[config.mk]
export PLATFORM = sky130hd
export DESIGN_NAME = ahbm_slave
export DESIGN_NICKNAME = d
export VERILOG_FILES = /design/src/rtl/ahbm_pkg.sv /design/src/rtl/ahbm_addr_stage.sv /design/src/rtl/ahbm_lane_gen.sv /design/src/rtl/ahbm_store.sv /design/src/rtl/ahbm_slave.sv
export SDC_FILE = /design/constraint.sdc
export NUM_CORES = 1
export LEC_CHECK = 0
export BUFFER_PORTS_ARGS = -buffer_cell sky130_fd_sc_hd__buf_4
export CORE_AREA = 2 2 224 314
export CTS_BUF_LIST = sky130_fd_sc_hd__clkbuf_8 sky130_fd_sc_hd__clkbuf_16
export DETAILED_ROUTE_END_ITERATION = 8
export DIE_AREA = 0 0 226 316
export PLACE_DENSITY = 0.56
export SLEW_MARGIN = 10
export SYNTH_ARGS = -nofsm -noshare
export SYNTH_HDL_FRONTEND = slang
export SYNTH_HIERARCHICAL = 1
export SYNTH_SLANG_ARGS = --single-unit
[constraint.sdc]
create_clock -name clk -period 3.96 [get_ports clk]
set_clock_uncertainty 0.15 [all_clocks]
set_input_delay 1.188 -clock clk [delete_from_list [all_inputs] [get_ports clk]]
set_output_delay 1.188 -clock clk [all_outputs]
set_load 0.02 [all_outputs]
[src/rtl/ahbm_pkg.sv]
package ahbm_pkg;

    typedef enum logic [2:0] {
        ST_IDLE,
        ST_WAIT,
        ST_ACCESS,
        ST_ERR1,
        ST_ERR2
    } ahbm_state_t;

    localparam logic [1:0] TR_IDLE   = 2'b00;
    localparam logic [1:0] TR_BUSY   = 2'b01;
    localparam logic [1:0] TR_NONSEQ = 2'b10;
    localparam logic [1:0] TR_SEQ    = 2'b11;

    localparam logic [2:0] SZ_BYTE = 3'd0;
    localparam logic [2:0] SZ_HALF = 3'd1;
    localparam logic [2:0] SZ_WORD = 3'd2;

endpackage

[src/rtl/ahbm_addr_stage.sv]
module ahbm_addr_stage #(
    parameter int OFF_W = 6
) (
    input  logic             clk,
    input  logic             rst_n,
    input  logic             load,
    input  logic [OFF_W-1:0] in_off,
    input  logic             in_write,
    input  logic [2:0]       in_size,
    output logic [OFF_W-1:0] q_off,
    output logic             q_write,
    output logic [2:0]       q_size
);

    always_ff @(posedge clk or negedge rst_n) begin
        if (!rst_n) begin
            q_off   <= '0;
            q_write <= 1'b0;
            q_size  <= '0;
        end else if (load) begin
            q_off   <= in_off;
            q_write <= in_write;
            q_size  <= in_size;
        end
    end

endmodule

[src/rtl/ahbm_lane_gen.sv]
module ahbm_lane_gen #(
    parameter int DATA_W = 32
) (
    input  logic [2:0]                      size,
    input  logic [$clog2(DATA_W/8)-1:0]     lo,
    output logic [DATA_W/8-1:0]             lane_en
);

    localparam int LANES = DATA_W / 8;
    localparam int LB    = $clog2(LANES);

    always_comb begin
        int span;
        logic [LB-1:0] keep;
        span = (int'(size) >= LB) ? LANES : (1 << size);
        keep = ~LB'(span - 1);
        for (int k = 0; k < LANES; k++) begin
            lane_en[k] = ((LB'(k) & keep) == (lo & keep));
        end
    end

endmodule

[src/rtl/ahbm_store.sv]
module ahbm_store #(
    parameter int WORDS  = 16,
    parameter int DATA_W = 32
) (
    input  logic                       clk,
    input  logic                       rst_n,
    input  logic [DATA_W/8-1:0]        wr_lanes,
    input  logic [$clog2(WORDS)-1:0]   wr_idx,
    input  logic [DATA_W-1:0]          wr_data,
    input  logic [$clog2(WORDS)-1:0]   rd_idx,
    output logic [DATA_W-1:0]          rd_data
);

    localparam int LANES = DATA_W / 8;

    logic [7:0] cells [WORDS][LANES];

    always_ff @(posedge clk or negedge rst_n) begin
        if (!rst_n) begin
            for (int w = 0; w < WORDS; w++) begin
                for (int l = 0; l < LANES; l++) begin
                    cells[w][l] <= 8'h00;
                end
            end
        end else begin
            for (int l = 0; l < LANES; l++) begin
                if (wr_lanes[l]) begin
                    cells[wr_idx][l] <= wr_data[l*8 +: 8];
                end
            end
        end
    end

    for (genvar g = 0; g < LANES; g++) begin : g_rd_lane
        assign rd_data[g*8 +: 8] = cells[rd_idx][g];
    end

endmodule

[src/rtl/ahbm_slave.sv]
module ahbm_slave #(
    parameter int ADDR_W      = 32,
    parameter int DATA_W      = 32,
    parameter int MEM_WORDS   = 16,
    parameter int WAIT_STATES = 2
) (
    input  logic              clk,
    input  logic              rst_n,
    input  logic [ADDR_W-1:0] bus_addr,
    input  logic [1:0]        bus_trans,
    input  logic              bus_write,
    input  logic [2:0]        bus_size,
    input  logic [DATA_W-1:0] bus_wdata,
    input  logic              bus_ready_in,
    output logic [DATA_W-1:0] bus_rdata,
    output logic              bus_ready_out,
    output logic              bus_resp
);

    import ahbm_pkg::*;

    localparam int LANES     = DATA_W / 8;
    localparam int LB        = $clog2(LANES);
    localparam int IDX_W     = $clog2(MEM_WORDS);
    localparam int OFF_W     = IDX_W + LB;
    localparam int MEM_BYTES = MEM_WORDS * LANES;
    localparam int CNT_W     = (WAIT_STATES > 1) ? $clog2(WAIT_STATES) : 1;
    localparam logic [CNT_W-1:0] CNT_LOAD =
        CNT_W'((WAIT_STATES > 0) ? WAIT_STATES - 1 : 0);

    ahbm_state_t      state_q, state_d;
    logic [CNT_W-1:0] cnt_q;

    logic             real_xfer;
    logic             open_slot;
    logic             take;
    logic             in_range;

    logic [OFF_W-1:0] q_off;
    logic             q_write;
    logic [2:0]       q_size;

    logic [LANES-1:0] lane_en;
    logic [LANES-1:0] wr_lanes;
    logic [DATA_W-1:0] word_rd;

    logic             drive_rd;
    logic             do_wr;

    assign real_xfer = (bus_trans == TR_NONSEQ) || (bus_trans == TR_SEQ);
    assign open_slot = (state_q == ST_IDLE) || (state_q == ST_ACCESS) ||
                       (state_q == ST_ERR2);
    assign take      = open_slot && bus_ready_in && real_xfer;
    assign in_range  = bus_addr < ADDR_W'(MEM_BYTES);

    ahbm_addr_stage #(.OFF_W(OFF_W)) u_addr_stage (
        .clk      (clk),
        .rst_n    (rst_n),
        .load     (take),
        .in_off   (bus_addr[OFF_W-1:0]),
        .in_write (bus_write),
        .in_size  (bus_size),
        .q_off    (q_off),
        .q_write  (q_write),
        .q_size   (q_size)
    );

    ahbm_lane_gen #(.DATA_W(DATA_W)) u_lane_gen (
        .size    (q_size),
        .lo      (q_off[LB-1:0]),
        .lane_en (lane_en)
    );

    assign wr_lanes = do_wr ? lane_en : '0;

    ahbm_store #(.WORDS(MEM_WORDS), .DATA_W(DATA_W)) u_store (
        .clk      (clk),
        .rst_n    (rst_n),
        .wr_lanes (wr_lanes),
        .wr_idx   (q_off[OFF_W-1:LB]),
        .wr_data  (bus_wdata),
        .rd_idx   (q_off[OFF_W-1:LB]),
        .rd_data  (word_rd)
    );

    // State register and wait counter
    always_ff @(posedge clk or negedge rst_n) begin
        if (!rst_n) begin
            state_q <= ST_IDLE;
            cnt_q   <= '0;
        end else begin
            state_q <= state_d;
            if (take) begin
                cnt_q <= CNT_LOAD;
            end else if (state_q == ST_WAIT && cnt_q != '0) begin
                cnt_q <= cnt_q - 1'b1;
            end
        end
    end

    // Next-state logic
    always_comb begin
        state_d = state_q;
        unique case (state_q)
            ST_IDLE, ST_ACCESS, ST_ERR2: begin
                if (take) begin
                    if (!in_range) begin
                        state_d = ST_ERR1;
                    end else if (WAIT_STATES > 0) begin
                        state_d = ST_WAIT;
                    end else begin
                        state_d = ST_ACCESS;
                    end
                end else begin
                    state_d = ST_IDLE;
                end
            end
            ST_WAIT: begin
                if (cnt_q == '0) begin
                    state_d = ST_ACCESS;
                end
            end
            ST_ERR1: state_d = ST_ERR2;
            default: state_d = ST_IDLE;
        endcase
    end

    // Output decode
    always_comb begin
        bus_ready_out = 1'b1;
        bus_resp      = 1'b0;
        drive_rd      = 1'b0;
        do_wr         = 1'b0;
        unique case (state_q)
            ST_IDLE: ;
            ST_WAIT: bus_ready_out = 1'b0;
            ST_ACCESS: begin
                drive_rd = !q_write;
                do_wr    = q_write;
            end
            ST_ERR1: begin
                bus_ready_out = 1'b0;
                bus_resp      = 1'b1;
            end
            ST_ERR2: bus_resp = 1'b1;
            default: ;
        endcase
    end

    assign bus_rdata = drive_rd ? word_rd : '0;

endmodule

==> reports/summary.md <==
## Run status
- outcome: complete, no violations

## Clock tree
- Num Clock Sinks: 526
- number of H-tree levels: 2
- Worst-path clk slew: 0.06 ns
- cell at the root of the clock tree: sky130_fd_sc_hd__clkbuf_16
- CTS Hold Buffers Added: 0
- insertion delay to the later sink of the worst-skew pair: 0.58 ns
- worst-case clock buffer depth: 3
- cts bufs inserted: 51
- TritonCTS clock tree: built

## Yosys
- Post-synth EDFFs: 0
- Synthesis Warnings: 6
- top cell type's share of synthesized area: 53.8%
- number of synthesized register bits: 526
- FFs w/ async S/R, synth: 100%
- post-synthesis average cell area: 16.0 um^2
- post-synthesis sequential area ratio: 53.8%
- Unique masters post-synth: 46
- Post-Syn Instances: 1528
- synthesized area: 24500 um^2
- leading cell types by total area after synthesis: sky130_fd_sc_hd__dfrtp_1 54%, sky130_fd_sc_hd__mux2_2 23%, sky130_fd_sc_hd__mux4_2 12%
- Yosys top cell by area: sky130_fd_sc_hd__dfrtp_1
- most used flip-flop cell after synthesis: sky130_fd_sc_hd__dfrtp_1
- synthesized net count: 1601

## Power
- net switching share of the total power: 30.0%
- power share of the clock group: 25.3%
- register share of total power: 40.1%
- power density relative to cell area: 685 nW/um^2
- Psw: 6.00 mW
- Internal Pwr Total: 14.0 mW
- IR drop worst, VDD: 0.299 mV
- leakage power figure: 13.2 nW
- portion of total power attributed to combinational logic: 34.6%

## Critical path
- critical path required time: 2.62 ns
- peak per-stage delay on the critical path: 0.52 ns
- crit path max-delay cell type: sky130_fd_sc_hd__mux4_2
- origin of the critical flop-to-flop path: state_q[1]
- Setup crit end kind: output port
- endpoint of the worst register-to-register path: u_store/cells[391]
- Startpoint Class: flip-flop
- reg2reg setup slack: 0.65 ns
- Critical Path, Cell by Cell: buf_12 > buf_12 > buf_12 > mux4_2 > a22oi_2 > nand2_1 > and2_4 > buf_6
- critical path arrival: 2.62 ns
- R2R cell count: 5
- Critical Setup Path Class: reg -> out
- crit-path max FO: 8
- dominant cell type by count on the critical path: sky130_fd_sc_hd__buf_12

## Placement
- cell count after placement: 2510
- global placer's final weighted congestion: 0.750
- HPWL Detailed: 38.5 mm
- quantity of I/O buffers inserted on ports: 105
- setup slack after placement: 0.343 ns

## Timing
- total of endpoints with negative setup slack in the final report: 0
- setup repair after global routing missed its margin: true
- max-slew violations: 0
- Max transition margin: 26.5%
- final critical-path setup slack: 0.00190 ns
- final hold vios: 0
- setup tns final: 0 ns
- Final Cycle Share: 100%
- transition time of the tightest slew-check pin: 1.10 ns
- Tmin final: 3.96 ns
- highest clock frequency the design can meet: 0.253 GHz

## Cells and area
- Final Non-Filler Cells: 2638
- fill count: 6104
- most common library cell in the layout ignoring fill and taps: sky130_fd_sc_hd__dfrtp_1
- Storage cell area: 13200 um^2
- fraction of layout cells with a size suffix above 1: 61.6%
- area of combinational cells with multiple inputs: 11100 um^2
- net count reported at finish: 1743
- most frequent cells in the layout: 524 x sky130_fd_sc_hd__dfrtp_1, 496 x sky130_fd_sc_hd__mux2_2, 128 x sky130_fd_sc_hd__mux4_2, 118 x sky130_fd_sc_hd__buf_4, 53 x sky130_fd_sc_hd__clkbuf_16
- area grow syn2layout: 19.5%

## Drt
- total routed wirelength: 59.2 mm
- number of DRC markers after the initial detailed-route iteration: 753
- vias post-DR: 13.6k
- routed length per placed instance: 22.5 um
- number of search-and-repair iterations in the first detailed-routing pass: 4
- total DRC errors in the routed layout: 0
- remaining antenna violation count: 0
- ratio of routed vias to standard cells: 5.16

## Floorplan
- placement row count: 114
- die area: 71400 um^2
- core area: 68600 um^2
- Die X: 226 um
- initial core utilization: 35.7%
- IO Pins: 107
- Vert. Die Dim: 316 um

## Global routing
- first-pass GRT wire length: 92.3 mm
- largest net degree at the start of global routing: 108
- Remaining Overflow, GRT: 0
- Global Route Usage Sum: 17.0%
- via count of the first global-routing pass: 15.2k
- antenna violations before repair: 1

## Worst hold path
- class of the tightest hold or removal check: reg -> reg
- worst hold path startpoint: u_store/cells[187]
- instance count along the most critical hold path: 1
- sink of the worst hold path: u_store/cells[187]

## Job
- max-capacitance violation count: 0

-- what timing repair did --
| item | in CTS | in global routing |
|---|---|---|
| endpoints found under the hold margin | 0 | 0 |
| gates resized for setup | 77 | 34 |
| pin swaps | 39 | 22 |
| setup endpoints to repair | 32 | 32 |
| gates cloned | 8 | 1 |
| setup buffers | 26 | 3 |
-- worst max-delay path: cells and delay by family (launching register included) --
| kind | cells | cell delay [ns] |
|---|---|---|
| AOI/OAI and AO/OA | 1 | 0.25 |
| buffers and inverters | 4 | 0.58 |
| muxes | 1 | 0.52 |
| DFF | 1 | 0.43 |
| and+or+nand+nor | 2 | 0.24 |
-- synth_stat cells, types with 2 or more instances --
cell type                  number
sky130_fd_sc_hd__and2b_1        2
sky130_fd_sc_hd__mux2_2       496
sky130_fd_sc_hd__nor2_4        27
sky130_fd_sc_hd__nor2b_1        3
sky130_fd_sc_hd__or3_1          2
sky130_fd_sc_hd__mux2_1        16
sky130_fd_sc_hd__nor2_2        11
sky130_fd_sc_hd__dfrtp_1      526
sky130_fd_sc_hd__a22oi_1       64
sky130_fd_sc_hd__clkbuf_1      52
sky130_fd_sc_hd__buf_2         19
sky130_fd_sc_hd__and2_2        22
sky130_fd_sc_hd__mux2_4        10
sky130_fd_sc_hd__clkbuf_2       3
sky130_fd_sc_hd__nor2_8         9
sky130_fd_sc_hd__nand2b_1       9
sky130_fd_sc_hd__buf_1          6
sky130_fd_sc_hd__o21ai_1        4
sky130_fd_sc_hd__nand4_1        4
sky130_fd_sc_hd__buf_6          3
sky130_fd_sc_hd__nor2_1         7
sky130_fd_sc_hd__buf_4         12
sky130_fd_sc_hd__nor4_1         6
sky130_fd_sc_hd__nand2_1       35
sky130_fd_sc_hd__nand3_4        3
sky130_fd_sc_hd__nand3b_4       6
sky130_fd_sc_hd__and2_1        15
sky130_fd_sc_hd__nand3_1        3
sky130_fd_sc_hd__mux4_2       128
sky130_fd_sc_hd__a21o_1         2
sky130_fd_sc_hd__nand3_2        7
sky130_fd_sc_hd__nor4b_1        2
-- per-stage QoR --
stage	area, um^2	total power, mW	utilization, %	hold WS (ns)
after CTS	29100	20.2	42.5	0.333
after global placement	26600	14.0	38.7	0.312
final	29200	20.0	42.6	0.333
after global routing	29200	21.1	42.6	0.352
after floorplan	24500	12.3	-	0.302
after detailed placement	26600	14.3	38.7	0.319
-- final cells by class --
cell class                 instances  share of cell area (%)
inverter                           2                  0.0257
antenna                            1                 0.00856
tap                              928                    3.97
multi-input combinational        905                    38.1
sequential                       526                    45.1
timing repair buffer             184                    6.81
clock inverter                    21                   0.663
clock buffer                      71                    5.38
-- registers in the layout, indices dropped and copies added, names as in the netlist --
signal	count
cnt_q	1
state_q	3
u_addr_stage/q_off	6
u_addr_stage/q_size	3
u_addr_stage/q_write	1
u_store/cells	512
-- power groups by stage --
stage | clock network, mW | registers [mW] | logic (mW)
after global placement | 0 | 8.03 | 6.00
final | 5.06 | 8.04 | 6.93
after global routing | 5.44 | 8.25 | 7.43
after CTS | 5.23 | 8.03 | 6.99
after detailed placement | 0 | 8.17 | 6.12
after floorplan | 0 | 7.78 | 4.57
-- worst max-delay path by stage --
stage | start | to | cells past startpoint
4_1_cts | u_addr_stage/q_off[2] | bus_rdata[4] | 9
5_1_grt | u_addr_stage/q_off[2] | bus_rdata[29] | 8
6_report | u_addr_stage/q_off[2] | bus_rdata[29] | 8
3_5_place_dp | u_addr_stage/q_off[2] | bus_rdata[13] | 6
3_3_place_gp | u_addr_stage/q_off[2] | bus_rdata[13] | 6
2_1_floorplan | u_addr_stage/q_off[2] | bus_rdata[0] | 6
-- routing by layer --
layer	GRT usage [%]	vias up	wire (um)
met5	0	-	0
met4	5.16	0	1560
met3	2.10	89	1480
met2	30.7	178	31400
met1	21.2	7360	24800
li1	-	5994	-
-- logic make-up after synthesis --
group	after synthesis	synth area share [%]
buf+inv	98	1.96
simple gates	181	6.10
flops	526	53.8
compound gates	73	2.19
mux	650	36.0
No activity file was read; power rests on OpenSTA's default activity.
